## src/rtl/tilerow_pkg.sv

```systemverilog
package tilerow_pkg;

    localparam int TR_DESC_COUNT = 240;
    localparam int TR_ROW_LEN    = 20;
    localparam int TR_ROW_LINES  = 16;
    localparam int TR_DESC_W     = 14;

    typedef enum logic {
        MODE_REPLAY = 1'b0,
        MODE_FETCH  = 1'b1
    } fill_mode_e;

    typedef struct packed {
        logic fetch;
        logic replay;
    } tile_op_t;

    function automatic logic row_start(input logic ack_n, input logic line_zero,
                                       input logic idx_zero);
        return !ack_n && line_zero && idx_zero;
    endfunction

endpackage

```

## src/rtl/tr_edge_detect.sv

```systemverilog
module tr_edge_detect #(
    parameter logic IDLE    = 1'b0,
    parameter bit   FALLING = 1'b0
) (
    input  logic clk,
    input  logic rst,
    input  logic sig,
    output logic evt
);
    logic sig_q;

    always_ff @(posedge clk) begin
        if (rst) sig_q <= IDLE;
        else     sig_q <= sig;
    end

    generate
        if (FALLING) begin : g_fall
            assign evt = sig_q && !sig;
        end else begin : g_rise
            assign evt = !sig_q && sig;
        end
    endgenerate
endmodule

```

## src/rtl/tr_ram.sv

```systemverilog
module tr_ram #(
    parameter int DEPTH = 20,
    parameter int W     = 14,
    parameter int AW    = $clog2(DEPTH)
) (
    input  logic          clk,
    input  logic          we,
    input  logic [AW-1:0] waddr,
    input  logic [W-1:0]  wdata,
    input  logic [AW-1:0] raddr,
    output logic [W-1:0]  rdata
);
    logic [W-1:0] cells [DEPTH];

    always_ff @(posedge clk) begin
        if (we && (int'(waddr) < DEPTH)) cells[waddr] <= wdata;
    end

    assign rdata = (int'(raddr) < DEPTH) ? cells[raddr] : '0;
endmodule

```

## src/rtl/tr_sequencer.sv

```systemverilog
module tr_sequencer
    import tilerow_pkg::*;
#(
    parameter int N_DESC    = TR_DESC_COUNT,
    parameter int ROW_LEN   = TR_ROW_LEN,
    parameter int ROW_LINES = TR_ROW_LINES,
    parameter int LW        = $clog2(ROW_LEN),
    parameter int SW        = $clog2(ROW_LINES),
    parameter int XW        = $clog2(N_DESC + 1)
) (
    input  logic          clk,
    input  logic          rst,
    input  logic          intack,
    input  logic          busack_n,
    input  logic          ack_fall,
    input  logic          strobe_rise,
    output logic          disp_active,
    output logic          fetch_mode,
    output logic [LW-1:0] lidx,
    output logic [SW-1:0] scnt,
    output logic [XW-1:0] sidx,
    output tile_op_t      op
);
    fill_mode_e    mode_q;
    logic          disp_q;
    logic [LW-1:0] lidx_q;
    logic [SW-1:0] scnt_q;
    logic [XW-1:0] sidx_q;

    logic          start_ok;
    logic          eff_fetch;
    logic          lidx_last;
    logic [SW-1:0] scnt_nxt;

    assign start_ok  = row_start(busack_n, scnt_q == '0, lidx_q == '0);
    assign eff_fetch = (mode_q == MODE_FETCH) || start_ok;
    assign lidx_last = (lidx_q == LW'(ROW_LEN - 1));
    assign scnt_nxt  = (scnt_q == SW'(ROW_LINES - 1)) ? '0 : scnt_q + SW'(1);

    assign op.fetch  = disp_q && !intack && strobe_rise && eff_fetch;
    assign op.replay = disp_q && !intack && strobe_rise && !eff_fetch;

    always_ff @(posedge clk) begin
        if (rst || intack) begin
            disp_q <= 1'b0;
            mode_q <= MODE_REPLAY;
            lidx_q <= '0;
            scnt_q <= '0;
            sidx_q <= '0;
        end else begin
            if (ack_fall) disp_q <= 1'b1;
            if (disp_q) begin
                if (op.fetch || op.replay) begin
                    if (op.fetch && (sidx_q < XW'(N_DESC))) sidx_q <= sidx_q + XW'(1);
                    if (lidx_last) begin
                        lidx_q <= '0;
                        scnt_q <= scnt_nxt;
                        mode_q <= ((scnt_nxt == '0) && !busack_n) ? MODE_FETCH : MODE_REPLAY;
                    end else begin
                        lidx_q <= lidx_q + LW'(1);
                        mode_q <= eff_fetch ? MODE_FETCH : MODE_REPLAY;
                    end
                end else begin
                    mode_q <= eff_fetch ? MODE_FETCH : MODE_REPLAY;
                end
            end
        end
    end

    assign disp_active = disp_q;
    assign fetch_mode  = (mode_q == MODE_FETCH);
    assign lidx        = lidx_q;
    assign scnt        = scnt_q;
    assign sidx        = sidx_q;
endmodule

```

## src/rtl/tilerow_replay.sv

```systemverilog
module tilerow_replay
    import tilerow_pkg::*;
#(
    parameter int N_DESC    = TR_DESC_COUNT,
    parameter int ROW_LEN   = TR_ROW_LEN,
    parameter int ROW_LINES = TR_ROW_LINES,
    parameter int DW        = TR_DESC_W,
    parameter int LW        = $clog2(ROW_LEN),
    parameter int SW        = $clog2(ROW_LINES),
    parameter int XW        = $clog2(N_DESC + 1)
) (
    input  logic          clk,
    input  logic          rst,
    input  logic          intack,
    input  logic          busack_n,
    input  logic          fetch_strobe,
    input  logic          host_we,
    input  logic [XW-1:0] host_addr,
    input  logic [DW-1:0] host_data,
    output logic [DW-1:0] desc_out,
    output logic          disp_active,
    output logic          fetch_mode
);
    logic          ack_fall;
    logic          strobe_rise;
    logic [LW-1:0] lidx_w;
    logic [SW-1:0] scnt_w;
    logic [XW-1:0] sidx_w;
    tile_op_t      op_w;
    logic [DW-1:0] store_rd;
    logic [DW-1:0] line_rd;
    logic [DW-1:0] out_q;

    tr_edge_detect #(.IDLE(1'b1), .FALLING(1'b1)) u_ack_edge (
        .clk(clk), .rst(rst), .sig(busack_n), .evt(ack_fall)
    );

    tr_edge_detect #(.IDLE(1'b0), .FALLING(1'b0)) u_strobe_edge (
        .clk(clk), .rst(rst), .sig(fetch_strobe), .evt(strobe_rise)
    );

    tr_sequencer #(
        .N_DESC(N_DESC), .ROW_LEN(ROW_LEN), .ROW_LINES(ROW_LINES),
        .LW(LW), .SW(SW), .XW(XW)
    ) u_seq (
        .clk(clk), .rst(rst), .intack(intack), .busack_n(busack_n),
        .ack_fall(ack_fall), .strobe_rise(strobe_rise),
        .disp_active(disp_active), .fetch_mode(fetch_mode),
        .lidx(lidx_w), .scnt(scnt_w), .sidx(sidx_w), .op(op_w)
    );

    tr_ram #(.DEPTH(N_DESC), .W(DW), .AW(XW)) u_store (
        .clk(clk), .we(host_we && !disp_active), .waddr(host_addr),
        .wdata(host_data), .raddr(sidx_w), .rdata(store_rd)
    );

    tr_ram #(.DEPTH(ROW_LEN), .W(DW), .AW(LW)) u_linebuf (
        .clk(clk), .we(op_w.fetch), .waddr(lidx_w),
        .wdata(store_rd), .raddr(lidx_w), .rdata(line_rd)
    );

    always_ff @(posedge clk) begin
        if (rst)              out_q <= '0;
        else if (intack)      out_q <= out_q;
        else if (!disp_active) out_q <= host_data;
        else if (op_w.fetch)  out_q <= store_rd;
        else if (op_w.replay) out_q <= line_rd;
    end

    assign desc_out = out_q;
endmodule

```

## config.mk

```make
export PLATFORM = sky130hd
export DESIGN_NAME = tilerow_replay
export DESIGN_NICKNAME = d
export VERILOG_FILES = /design/src/rtl/tilerow_pkg.sv /design/src/rtl/tr_edge_detect.sv /design/src/rtl/tr_ram.sv /design/src/rtl/tr_sequencer.sv /design/src/rtl/tilerow_replay.sv
export SDC_FILE = /design/constraint.sdc
export NUM_CORES = 2
export LEC_CHECK = 0
export BUFFER_PORTS_ARGS = -buffer_cell sky130_fd_sc_hd__buf_4
export CAP_MARGIN = 20
export CORE_MARGIN = 8
export CORE_UTILIZATION = 50
export CTS_CLUSTER_SIZE = 24
export DETAILED_ROUTE_END_ITERATION = 10
export MAX_ROUTING_LAYER = met4
export PLACE_DENSITY = 0.73
export SYNTH_ARGS = -nofsm -noshare
export SYNTH_HDL_FRONTEND = slang
export SYNTH_HIERARCHICAL = 1
export SYNTH_SLANG_ARGS = --single-unit
```

## constraint.sdc

```tcl
create_clock -name clk -period 8.2 [get_ports clk]
set_input_delay 0.82 -clock clk [delete_from_list [all_inputs] [get_ports clk]]
set_output_delay 0.82 -clock clk [all_outputs]
set_load 0.01 [all_outputs]
```

==> impl_metrics.env <==
export IMPL_status="finished, final reports clean"
export IMPL_grt_antenna_before_repair=17
export IMPL_dieArea_um2=304900
export IMPL_areaGrowthSynthToFinish_pct=11.86
export IMPL_first_pass_iters=5
export IMPL_critPathLaunchType="flop"
export IMPL_dpl_hpwl_um=216800
export IMPL_cts_hold_buffers=0
export IMPL_postRouteAntennaNets=0
export IMPL_crit_path_top_delay_cell="a2111oi_2"
export IMPL_r2r_cells=11
export IMPL_netlist_top_cell_by_area="edfxtp_1"
export IMPL_reg2reg_to="desc_out[1]"
export IMPL_grt_overflow=0
export IMPL_setup_viol=0
export IMPL_final_cell_mix="3,640 x edfxtp_1, 782 x mux4_2, 420 x mux2i_1, 364 x clkbuf_16, 361 x buf_4"
export IMPL_finish_utilization=0.5600
export IMPL_syn_inst=6689
export IMPL_regArea_um2=110000
export IMPL_rsz0062_at_grt="false"
export IMPL_vias=73410
export IMPL_yosys_register_bits=3675
export IMPL_ioPinCount=44
export IMPL_postLayoutCellArea_um2=160800
export IMPL_layout_min_cycle_time_ps=5686
export IMPL_grt_pass1_wl_um=536900
export IMPL_multi_input_area_um2=30980
export IMPL_synth_area_top_cells="edfxtp_1 76%, mux4_2 12%, mux2i_1 2.9%"
export IMPL_drtIter0Drc=10620
export IMPL_die_w_um=552.2
export IMPL_whs_path_depth=2
export IMPL_die_h_um=552.2
export IMPL_reg2reg_from="u_seq/sidx[0]"
export IMPL_hold_path_class="in2reg"
export IMPL_ys_seq_area_frac=0.7653
export IMPL_max_stage_delay_ps=970
export IMPL_p_per_area_nw_per_um2=231.9
export IMPL_core_area_um2=287200
export IMPL_track_usage=0.2496
export IMPL_hold_path_end="u_ack_edge/sig_q"
export IMPL_htree_levels=5
export IMPL_total_power_uw=37280
export IMPL_synth_ff_type="edfxtp_1"
export IMPL_worstPathArrival_ps=6460
export IMPL_postCtsSetupBuffers=0
export IMPL_layout_commonest_cell="edfxtp_1"
export IMPL_routedWlPerCell_um=34.13
export IMPL_io_buffers=43
export IMPL_cap_viol_max_count=0
export IMPL_cp_data_required_time_ps=8970
export IMPL_slew_headroom=0.1516
export IMPL_cts_tree="yes"
export IMPL_worst_setup_path_startpoint="u_seq/sidx[0]"
export IMPL_clk_latency_ps=950
export IMPL_fmax_ghz=0.1759
export IMPL_gp_congestion=0.8777
export IMPL_fin_crit_sh=0.6934
export IMPL_layout_drive_gt1_share=0.2539
export IMPL_synth_nets=6723
export IMPL_viasPerCell=6.584
export IMPL_clk_pin_slew_ps=60
export IMPL_cts_buffers=362
export IMPL_setup_worst_path_class="reg2reg"
export IMPL_synth_avg_cell_area_um2=21.49
export IMPL_grt_pass1_vias=72050
export IMPL_holdWs_ps=134.7
export IMPL_p_leak_uw=0.04854
export IMPL_drc=0
export IMPL_num_fill_cells=20370
export IMPL_final_setup_skew_ps=78.16
export IMPL_root_buffer="clkbuf_16"
export IMPL_setup_worst_path_end_class="flop"
export IMPL_worstMarginPinSlew_ps=1273
export IMPL_synth_cell_types=98
export IMPL_path_cells="buf_12 -> buf_4 -> mux4_2 -> mux4_2 -> a221o_1 -> a2111oi_2 -> buf_4 -> a221oi_4 -> mux2i_1 -> a21oi_1 -> a22o_1"
export IMPL_r2r_slack_ps=2510
export IMPL_synth_edf_count=3640
export IMPL_setup_tns_ps=0
export IMPL_syn_cell_area_um2=143700
export IMPL_drt_total_wl_um=380600
export IMPL_grt_max_degree=166
export IMPL_postPlaceCellArea_um2=149100
export IMPL_cts_sinks=3675
export IMPL_rows=197
export IMPL_async_flop_share=0
export IMPL_vdd_drop_max_mv=0.1699
export IMPL_initial_core_util=0.5006
export IMPL_clockBufferDepth=4
export IMPL_hold_viol=0
export IMPL_cts_resized_gates=0
export IMPL_nets=7098
export IMPL_min_from="busack_n"
export IMPL_path_max_fanout=43
export IMPL_slew_violations=0
export IMPL_ys_warn_count=6
export IMPL_synth_top_area_frac=0.7604
[flip-flops by register name, indices dropped and copies added, names as in the netlist]
register and count:
u_store/cells 3360, u_linebuf/cells 280, desc_out 14, u_seq/sidx 8, u_seq/lidx 5, u_seq/scnt 4
u_ack_edge/sig_q 1, u_seq/disp_active 1, u_seq/fetch_mode 1, u_strobe_edge/sig_q 1
[metrics by stage]
| step | worst slack [ps] | std cells |
|---|---|---|
| after detailed placement | 2728 | 10470 |
| after global placement | 2136 | 10470 |
| after CTS | 2637 | 11130 |
| after global routing | 2355 | 11140 |
| after floorplan | 4543 | 6689 |
| final | 2514 | 11150 |
[worst max-delay path: cells and delay by family (launching register included)]
kind,cells,cell delay [ps]
buffers and inverters,3,1170
AOI/OAI and AO/OA,5,1910
DFF,1,940
muxes,3,1380
[metal layers]
metal	routed length [um]	up-vias	GRT usage
li1	-	28890	-
met1	136000	38460	0.3234
met2	180700	5116	0.3831
met3	45980	953	0.05820
met4	17920	0	0.1060
met5	0	-	-
[Yosys cell counts, drive strengths merged (5+ instances only)]
library cell and number:
o22ai 29, nor3 28, buf 239, nand3b 9, o32ai 5, and3 11, mux4 803, nor2 325
nand4 12, o221ai 8, edfxtp 3640, or3 6, a31oi 26, nand2b 14, a221o 26, a22o 19
a211oi 39, o31ai 19, dfxtp 35, o21ai 71, nor2b 35, mux2 22, a21oi 114, a22oi 109
o211ai 8, o311ai 5, mux2i 420, a221oi 72, o21a 5, nand2 184, a2111oi 16, nor4 6
clkbuf 152, ha 6, nand3 70, and2 8, a311oi 11, inv 13
[worst max path at each step]
stage / end / slack [ps] / depth (start not counted)
floorplan: desc_out[2] / 4540 / 15
global placement: desc_out[11] / 2140 / 13
detailed placement: desc_out[1] / 2730 / 11
CTS: desc_out[4] / 2640 / 13
global route: desc_out[1] / 2350 / 11
finish: desc_out[1] / 2510 / 11
[power breakdown]
part           internal (uW)  leakage [uW]  switching [uW]
Clock                   9150       0.00559            6990
Combinational           80.0       0.00995             413
Sequential             20600        0.0330            15.5
Total                  29900        0.0485            7410
[cells by family (layout without fill, tap and decap cells)]
| family | after synthesis | count (layout) | share of synthesized area |
|---|---|---|---|
| flops | 3675 | 3675 | 0.7653 |
| simple gates | 733 | 733 | 0.02296 |
| mux | 1245 | 1245 | 0.1573 |
| buf+inv | 407 | 1071 | 0.02229 |
| fa+ha+maj | 6 | 6 | 0.0005222 |
| xor+xnor | 3 | 3 | 0.0001828 |
| compound gates | 620 | 620 | 0.03146 |
| other cells | 0 | 16 | 0 |
[cell type report]
class / instances / share of cell area
diodes: 16 / 0.0002490
clock buffers: 433 / 0.05844
clock inverters: 220 / 0.01269
inverters: 13 / 0.0003891
multi-input cells: 2607 / 0.1927
flip-flops and latches: 3675 / 0.6843
well taps: 3781 / 0.02942
repair buffers: 405 / 0.02186
(Power assumes the default switching activity.)
